`src/rtl/pcfg_pkg.sv`:
```
package pcfg_pkg;

    localparam int NPINS   = 32;
    localparam int DATA_W  = 16;
    localparam int BUS_W   = 2 * DATA_W;
    localparam int ADDR_W  = 6;

    localparam int FUNC_W  = 4;
    localparam int DRV_W   = 8;
    localparam int PULL_W  = 2;
    localparam int SMT_W   = 1;

    localparam int FUNC_PER_WORD = DATA_W / FUNC_W;
    localparam int DRV_PER_WORD  = DATA_W / DRV_W;
    localparam int PULL_PER_WORD = DATA_W / PULL_W;
    localparam int SMT_PER_WORD  = 8;

    localparam int FUNC_WORDS = NPINS / FUNC_PER_WORD;
    localparam int DRV_WORDS  = NPINS / DRV_PER_WORD;
    localparam int PULL_WORDS = NPINS / PULL_PER_WORD;
    localparam int SMT_WORDS  = NPINS / SMT_PER_WORD;

    localparam int FUNC_BASE = 0;
    localparam int DRV_BASE  = FUNC_BASE + FUNC_WORDS;
    localparam int PULL_BASE = DRV_BASE + DRV_WORDS;
    localparam int SMT_BASE  = PULL_BASE + PULL_WORDS;
    localparam int NWORDS    = SMT_BASE + SMT_WORDS;
    localparam int SLOT_W    = $clog2(NWORDS);

    localparam int LVL_W = $clog2(DRV_W + 1);

    typedef enum logic [2:0] {
        FK_NONE,
        FK_FUNC,
        FK_DRIVE,
        FK_PULL,
        FK_SMT
    } field_kind_e;

    typedef struct packed {
        field_kind_e         kind;
        logic [SLOT_W-1:0]   slot;
        logic [DATA_W-1:0]   mask;
    } slot_sel_t;

endpackage

```
`src/rtl/pcfg_decode.sv`:
```
// Word address -> storage slot and implemented-bit mask.
module pcfg_decode
    import pcfg_pkg::*;
(
    input  logic [ADDR_W-1:0] addr,
    output slot_sel_t         sel
);

    localparam logic [DATA_W-1:0] FULL_MASK = '1;
    localparam logic [DATA_W-1:0] SMT_MASK  = DATA_W'((1 << SMT_PER_WORD) - 1);

    always_comb begin
        sel.kind = FK_NONE;
        sel.slot = '0;
        sel.mask = '0;
        if (addr[5:4] == 2'b01) begin
            // drive window: one contiguous run of words
            sel.kind = FK_DRIVE;
            sel.slot = SLOT_W'(DRV_BASE) + SLOT_W'(addr[3:0]);
            sel.mask = FULL_MASK;
        end else if (addr[4:3] == 2'b00) begin
            // addr[5] picks the low or high pin region
            unique case (addr[2:1])
                2'b00, 2'b01: begin
                    sel.kind = FK_FUNC;
                    sel.slot = SLOT_W'(FUNC_BASE) + SLOT_W'({addr[5], addr[1:0]});
                    sel.mask = FULL_MASK;
                end
                2'b10: begin
                    sel.kind = FK_PULL;
                    sel.slot = SLOT_W'(PULL_BASE) + SLOT_W'({addr[5], addr[0]});
                    sel.mask = FULL_MASK;
                end
                2'b11: begin
                    sel.kind = FK_SMT;
                    sel.slot = SLOT_W'(SMT_BASE) + SLOT_W'({addr[5], addr[0]});
                    sel.mask = SMT_MASK;
                end
                default: ;
            endcase
        end
    end

endmodule

```
`src/rtl/pcfg_regfile.sv`:
```
// Masked-write storage with a registered read port.
module pcfg_regfile
    import pcfg_pkg::*;
(
    input  logic                     clk,
    input  logic                     rst_n,
    input  logic                     wr_en,
    input  logic                     rd_en,
    input  slot_sel_t                sel,
    input  logic [BUS_W-1:0]         wdata,
    output logic [BUS_W-1:0]         rdata,
    output logic                     rvalid,
    output logic [NWORDS*DATA_W-1:0] cfg_flat
);

    logic [DATA_W-1:0] mem [NWORDS];
    logic [DATA_W-1:0] bit_en;
    logic              hit;

    assign bit_en = wdata[BUS_W-1:DATA_W] & sel.mask;
    assign hit    = (sel.kind != FK_NONE);

    always_ff @(posedge clk or negedge rst_n) begin
        if (!rst_n) begin
            for (int i = 0; i < NWORDS; i++) begin
                mem[i] <= '0;
            end
        end else if (wr_en && hit) begin
            mem[sel.slot] <= (mem[sel.slot] & ~bit_en) | (wdata[DATA_W-1:0] & bit_en);
        end
    end

    always_ff @(posedge clk or negedge rst_n) begin
        if (!rst_n) begin
            rvalid <= 1'b0;
            rdata  <= '0;
        end else begin
            rvalid <= rd_en;
            rdata  <= rd_en ? {{DATA_W{1'b0}}, mem[sel.slot] & sel.mask} : '0;
        end
    end

    for (genvar w = 0; w < NWORDS; w++) begin : g_flat
        assign cfg_flat[w*DATA_W +: DATA_W] = mem[w];
    end

endmodule

```
`src/rtl/pcfg_fanout.sv`:
```
// Stored words -> flat per-pin vectors, with thermometer level and check.
module pcfg_fanout
    import pcfg_pkg::*;
(
    input  logic [NWORDS*DATA_W-1:0] cfg_flat,
    output logic [NPINS*FUNC_W-1:0]  pin_func,
    output logic [NPINS*DRV_W-1:0]   pin_drive,
    output logic [NPINS*LVL_W-1:0]   pin_drv_lvl,
    output logic [NPINS-1:0]         pin_drv_err,
    output logic [NPINS*PULL_W-1:0]  pin_pull,
    output logic [NPINS*SMT_W-1:0]   pin_smt
);

    function automatic logic [LVL_W-1:0] ones_in(input logic [DRV_W-1:0] f);
        logic [LVL_W-1:0] n;
        n = '0;
        for (int b = 0; b < DRV_W; b++) begin
            n = n + LVL_W'(f[b]);
        end
        return n;
    endfunction

    for (genvar p = 0; p < NPINS; p++) begin : g_pin
        localparam int FWORD = FUNC_BASE + p / FUNC_PER_WORD;
        localparam int FBIT  = (p % FUNC_PER_WORD) * FUNC_W;
        localparam int DWORD = DRV_BASE + p / DRV_PER_WORD;
        localparam int DBIT  = (p % DRV_PER_WORD) * DRV_W;
        localparam int PWORD = PULL_BASE + p / PULL_PER_WORD;
        localparam int PBIT  = (p % PULL_PER_WORD) * PULL_W;
        localparam int SWORD = SMT_BASE + p / SMT_PER_WORD;
        localparam int SBIT  = (p % SMT_PER_WORD) * SMT_W;

        logic [DRV_W-1:0] dfield;

        assign dfield = cfg_flat[DWORD*DATA_W + DBIT +: DRV_W];

        assign pin_func[p*FUNC_W +: FUNC_W]   = cfg_flat[FWORD*DATA_W + FBIT +: FUNC_W];
        assign pin_drive[p*DRV_W +: DRV_W]    = dfield;
        assign pin_drv_lvl[p*LVL_W +: LVL_W]  = ones_in(dfield);
        assign pin_drv_err[p]                 = |(dfield & (dfield + DRV_W'(1)));
        assign pin_pull[p*PULL_W +: PULL_W]   = cfg_flat[PWORD*DATA_W + PBIT +: PULL_W];
        assign pin_smt[p*SMT_W +: SMT_W]      = cfg_flat[SWORD*DATA_W + SBIT +: SMT_W];
    end

    // Schmitt words keep only their low byte; the rest never reaches a pin.
    localparam int SPARE_W = DATA_W - SMT_PER_WORD * SMT_W;
    logic [SMT_WORDS*SPARE_W-1:0] unused_smt_hi;
    for (genvar s = 0; s < SMT_WORDS; s++) begin : g_spare
        assign unused_smt_hi[s*SPARE_W +: SPARE_W] =
            cfg_flat[(SMT_BASE+s)*DATA_W + SMT_PER_WORD*SMT_W +: SPARE_W];
    end

endmodule

```
`src/rtl/pcfg_bank.sv`:
```
module pcfg_bank
    import pcfg_pkg::*;
(
    input  logic                     clk,
    input  logic                     rst_n,
    input  logic                     wr_en,
    input  logic                     rd_en,
    input  logic [ADDR_W-1:0]        addr,
    input  logic [BUS_W-1:0]         wdata,
    output logic [BUS_W-1:0]         rdata,
    output logic                     rvalid,
    output logic [NPINS*FUNC_W-1:0]  pin_func,
    output logic [NPINS*DRV_W-1:0]   pin_drive,
    output logic [NPINS*LVL_W-1:0]   pin_drv_lvl,
    output logic [NPINS-1:0]         pin_drv_err,
    output logic [NPINS*PULL_W-1:0]  pin_pull,
    output logic [NPINS*SMT_W-1:0]   pin_smt
);

    slot_sel_t                sel;
    logic [NWORDS*DATA_W-1:0] cfg_flat;

    pcfg_decode u_decode (
        .addr (addr),
        .sel  (sel)
    );

    pcfg_regfile u_regs (
        .clk      (clk),
        .rst_n    (rst_n),
        .wr_en    (wr_en),
        .rd_en    (rd_en),
        .sel      (sel),
        .wdata    (wdata),
        .rdata    (rdata),
        .rvalid   (rvalid),
        .cfg_flat (cfg_flat)
    );

    pcfg_fanout u_fanout (
        .cfg_flat    (cfg_flat),
        .pin_func    (pin_func),
        .pin_drive   (pin_drive),
        .pin_drv_lvl (pin_drv_lvl),
        .pin_drv_err (pin_drv_err),
        .pin_pull    (pin_pull),
        .pin_smt     (pin_smt)
    );

endmodule

```
`config.mk`:
```
export PLATFORM = sky130hd
export DESIGN_NAME = pcfg_bank
export DESIGN_NICKNAME = d
export VERILOG_FILES = /design/src/rtl/pcfg_pkg.sv /design/src/rtl/pcfg_decode.sv /design/src/rtl/pcfg_regfile.sv /design/src/rtl/pcfg_fanout.sv /design/src/rtl/pcfg_bank.sv
export SDC_FILE = /design/constraint.sdc
export NUM_CORES = 2
export LEC_CHECK = 0
export BUFFER_PORTS_ARGS = -buffer_cell sky130_fd_sc_hd__buf_2
export CAP_MARGIN = 10
export CORE_AREA = 2 2 342 242
export DETAILED_ROUTE_END_ITERATION = 8
export DIE_AREA = 0 0 344 244
export PLACE_DENSITY = 0.68
export REMOVE_ABC_BUFFERS = 1
export SLEW_MARGIN = 10
export SYNTH_ARGS = -nofsm -noshare
export SYNTH_HDL_FRONTEND = slang
export SYNTH_SLANG_ARGS = --single-unit
```
`constraint.sdc`:
```
create_clock -name clk -period 4.1 [get_ports clk]
set_input_delay 0.82 -clock clk [delete_from_list [all_inputs] [get_ports clk]]
set_output_delay 0.82 -clock clk [all_outputs]
set_load 0.02 [all_outputs]
```
== Word-level counts from Yosys, hierarchy flattened ==
Index checks and enable logic that the tools add are counted.
Cells by class
  eq/ne operators: 4
  bitwise gates (word level): 39
  $add $sub $neg: 259
  reductions and logical operators: 38
  mux-type cells: 10
  order comparisons: 2
Operators by type and width (number)
  $add 4x1->4: 192
  $bwmux 512: 1
  $add 8x1->8 const B: 32
  $and 8x8->8: 32
  $reduce_or 8->1: 32
  $bmux 16 s5: 1
  $demux 16 s5: 1
  $pmux 24 s3: 1
  $add 1x1->2: 32
  $and 16x16->16: 4
  $mux 16: 4
  $mux 24: 2
  $not 16->16: 1
  $or 16x16->16: 1
  $ge 6x6->1 const B: 1
  $lt 6x1->1 const B: 1
  $not 5->6: 1
  $add 4x3->5 const A: 1
  $add 4x4->5 const A: 1
  $add 3x3->4 const A: 1
  $eq 2x1->1 const B: 2
  $eq 2x2->1 const B: 2
  $logic_not 2->1: 2
  $reduce_bool 3->1: 1
  other kinds (2): 3
Word-level totals
  word-level logic and storage cells: 386
  register bits: 545

== Logic depth before layout (Yosys ltp) ==
  depth after elaboration: 12
  depth in mapped cells: 14
  mapped depth without buffers: 9

== Hierarchy ==
A second synthesis with hierarchy kept.
Second synthesis, totals
  cells, all modules: 3303
  area total of the unflattened synthesis: 36787.8 um2
Modules (own cells, without submodules)
  pcfg_regfile: area each 24888.9 um2, cells an instance 1774, times used 1
  pcfg_fanout: area each 11617.4 um2, cells an instance 1490, times used 1
  pcfg_decode: area each 281.5 um2, cells an instance 39, times used 1

== Worst setup path before layout ==
Ideal clock, no wire load.
  path type: flip-flop to output port
  start: reg u_regs.mem (netlist bit u_regs.cfg_flat[264])
  end: out pin_drv_lvl[70]
  required time: 3.280 ns
  arrival: 2.854 ns
  path slack: 0.426 ns
  stages on the path, launching flop included: 9
  path through: dfrtp_1 -> inv_1 -> ha_1 -> fa_1 -> fa_1 -> inv_1 -> fa_1 -> fa_1 -> xor2_1
Between the ends
  word-level cells in the longest chain between the ends: 7
RTL lines
  from (decl): RTL line pcfg_regfile.sv:16  | logic [DATA_W-1:0] mem [NWORDS];
  from (signal, indexed assignment): RTL line pcfg_regfile.sv:29  | mem[sel.slot] <= (mem[sel.slot] & ~bit_en) | (wdata[DATA_W-1:0] & bit_en);
  $add 1x1->2: RTL line pcfg_fanout.sv:18  | n = n + LVL_W'(f[b]);
  $add 4x1->4 (6 in series): RTL line pcfg_fanout.sv:18
  to (decl): RTL line pcfg_bank.sv:14  | output logic [NPINS*LVL_W-1:0] pin_drv_lvl,
No other way between the ends.

== Worst setup path in the final report ==
  start: reg u_regs.mem (netlist bit u_regs.cfg_flat[192])
  end: out pin_drv_lvl[33]
Same word-level chain as after synthesis.

==> impl_metrics.py <==
metrics = {
    "status": {
        "status": "finished with violations",
        "violations": "setup timing",
    },
    "sta": {
        "setup_viol": 49,
        "grt_setup_unrepaired": "yes",
        "hold_violations": 0,
        "max_freq_mhz": 235,
        "period_needed_ps": 4260,
        "setup-tns-final_ps": -2690,
        "skew_ps": 41.1,
        "layout_setup_ws_ps": -155,
        "relSlewSlack_pct": 26.5,
        "hold_slack_ps": 173,
        "slew_viol_final": 0,
        "finalCritPeriodShare_pct": 104,
        "worst_pin_slew_ps": 1090,
    },
    "clock_tree": {
        "cts_num_sinks": 529,
        "root_buffer": "clkbuf_16",
        "tritoncts": "done",
        "cts_buffers": 54,
        "clkLatencyLatePin_ps": 640,
        "clockBufferDepth": 3,
        "cts-hold-fix-buffers": 0,
        "clk_pin_slew_worst_paths_ps": 70,
        "h-tree-depth": 2,
    },
    "logic_synthesis": {
        "ys_seq_area_share_pct": 36.8,
        "ys_async_sr_fraction_pct": 100,
        "synth_area_sq_mm": 0.0360,
        "ys.flop_type": "dfrtp_1",
        "synthDistinctLibCells": 88,
        "avgSynthCellArea_sq_um": 8.84,
        "synth-seq-cells": 529,
        "synth_warnings": 0,
        "netlist_instances": 4073,
        "synth_edf_count": 0,
    },
    "placed_design": {
        "dpl_cell_area_sq_mm": 0.0384,
        "place_worst_setup_slack_ps": 42.0,
        "gp_congestion": 0.991,
        "portBuffers": 698,
        "hpwl_microns": 116000,
    },
    "global_route": {
        "grt_antenna_before_repair": 12,
        "grt_max_degree": 102,
        "grt_pass1_vias": 31200,
        "grt_overflow": 0,
        "grt_pass1_wl_microns": 219000,
        "grtUsageTotal_pct": 35.4,
    },
    "final_layout": {
        "mostFrequentLayoutCells": "626 x buf_2, 492 x dfrtp_1, 396 x nor2_1",
        "area_delta_synth_final_pct": 17.0,
        "fin_nets": 4713,
        "final_common_cell": "buf_2",
        "fin_util_pct": 52.4,
        "drive_above_1_share_pct": 32.7,
        "final_area_sq_mm": 0.0421,
    },
    "setup_path": {
        "cp-startpoint": "u_regs.cfg_flat[192]",
        "slowest_stage": "fa_2",
        "start_kind": "flop",
        "worstPathCellList": "inv_2, ha_4, fa_1, fa_1, fa_2, fa_2, inv_2, buf_6",
        "slowest_delay_ps": 570,
        "r2r_slack_ps": 1170,
        "crit_fanout": 2,
        "timing_worst_setup_path_type": "flop to output pin",
        "required_ps": 3280,
        "reg2reg_depth": 9,
        "r2r_end": "u_regs.cfg_flat[160]",
        "worst-endpoint-arrival_ps": 3440,
        "cp-end-kind": "output pin",
        "reg2reg_from": "u_regs.cfg_flat[224]",
    },
    "min_path": {
        "min_path_type": "primary input to async pin",
    },
    "detailed_routing": {
        "wl_microns": 153000,
        "drc": 0,
        "dr.pass1.iters": 7,
        "ant_nets": 0,
        "routed_via_density": 5.93,
        "wl_per_cell_microns": 27.7,
        "vias": 32800,
        "drtIter0Drc": 3918,
    },
    "pwr": {
        "powerDensity_mw_per_mm2": 533,
        "peakVddDrop_mv": 0.443,
        "p_leak_nw": 20.7,
    },
    "die": {
        "dieHeight_microns": 244,
        "die_x_microns": 344,
        "coreArea_sq_mm": 0.0803,
        "num_rows": 87,
        "die_area_sq_mm": 0.0839,
        "start_util_pct": 44.8,
        "num_io_pins": 715,
    },
    "run": {
        "max_cap_viol_count": 0,
    },
}
==> state kept, by name, summed over array words and instances, names as in the netlist <==
signal / flops
u_regs.cfg_flat: 512
u_regs.rdata: 16
u_regs.rvalid: 1
==> worst max-delay path, delay by kind of cell, from the launching register on <==
kind	cells	cell delay, ps
buf+inv	3	240
flops	1	410
fa+ha+maj	5	2130
==> worst max-delay path by stage <==
stage	slack [ps]	depth (start not counted)	end
floorplan	-2310	7	u_regs.cfg_flat[100]
global placement	60	11	u_regs.cfg_flat[381]
detailed placement	40	11	u_regs.cfg_flat[381]
CTS	-150	8	pin_drv_lvl[33]
global route	-220	8	pin_drv_lvl[33]
finish	-160	8	pin_drv_lvl[33]
==> cells by family (layout without fill, tap and decap cells) <==
logic type | after synthesis | in the layout | share of synthesized area (%)
buffers and inverters | 1136 | 1508 | 18.0
other | 1 | 22 | 0.0104
DFF | 529 | 529 | 36.8
xor gates and xnor gates | 32 | 32 | 0.778
adders and majority gates | 256 | 256 | 11.6
AOI/OAI and AO/OA | 1058 | 1058 | 18.9
and+or+nand+nor | 996 | 996 | 12.0
muxes | 65 | 65 | 1.88
==> layout make-up <==
| class | count | area (sq um) |
|---|---|---|
| Fill cell | 7433 | 38200 |
| Multi-Input combinational cell | 2423 | 17200 |
| Sequential cell | 529 | 13300 |
| Timing Repair Buffer | 1032 | 6950 |
| Clock buffer | 74 | 1560 |
| Inverter | 375 | 1410 |
| Tap cell | 1068 | 1340 |
| Clock inverter | 27 | 348 |
| Antenna cell | 6 | 15.0 |
==> power breakdown <==
group / internal, mW / switching (mW) / total [mW]
Sequential: 5.99 / 1.00 / 6.99
Clock: 3.11 / 2.37 / 5.49
Combinational: 3.70 / 6.28 / 9.97
Total: 12.8 / 9.66 / 22.5
==> routing by layer <==
layer  global-route usage [%]  part of all wire [%]
met1                     49.3                    40
met2                     50.0                    41
met3                     15.2                    15
met4                     9.87                   3.3
met5                        0                 0.048
==> metrics by stage <==
stage	cells	power, mW
floorplan	3327	11.9
global route	5529	23.4
detailed placement	5332	15.9
CTS	5500	22.1
global placement	5332	15.8
finish	5534	22.5
==> cells in the mapped netlist (36+ instances only) <==
cell	n	share of area, %
mux2i_1	53	1.5
a31oi_1	145	2.5
inv_1	374	3.9
a21oi_1	272	3.8
o21ai_1	43	0.60
nor2_1	398	4.1
and3_1	48	0.83
nand2_1	362	3.8
nor2b_1	36	0.63
o21ai_0	251	3.5
a211oi_1	63	1.3
fa_1	128	7.1
buf_2	61	0.85
clkbuf_1	150	1.6
dfrtp_1	529	37
ha_1	128	4.4
buf_4	519	11
nand3_1	82	1.1
==> repair_timing <==
item                       in CTS  in global routing
hold endpoints to repair        0                  0
pin swaps                      31                 32
gates resized for setup       272                 65
buffers inserted               67                 30
setup endpoints to repair      72                 67
No activity file was read; power rests on OpenSTA's default activity.
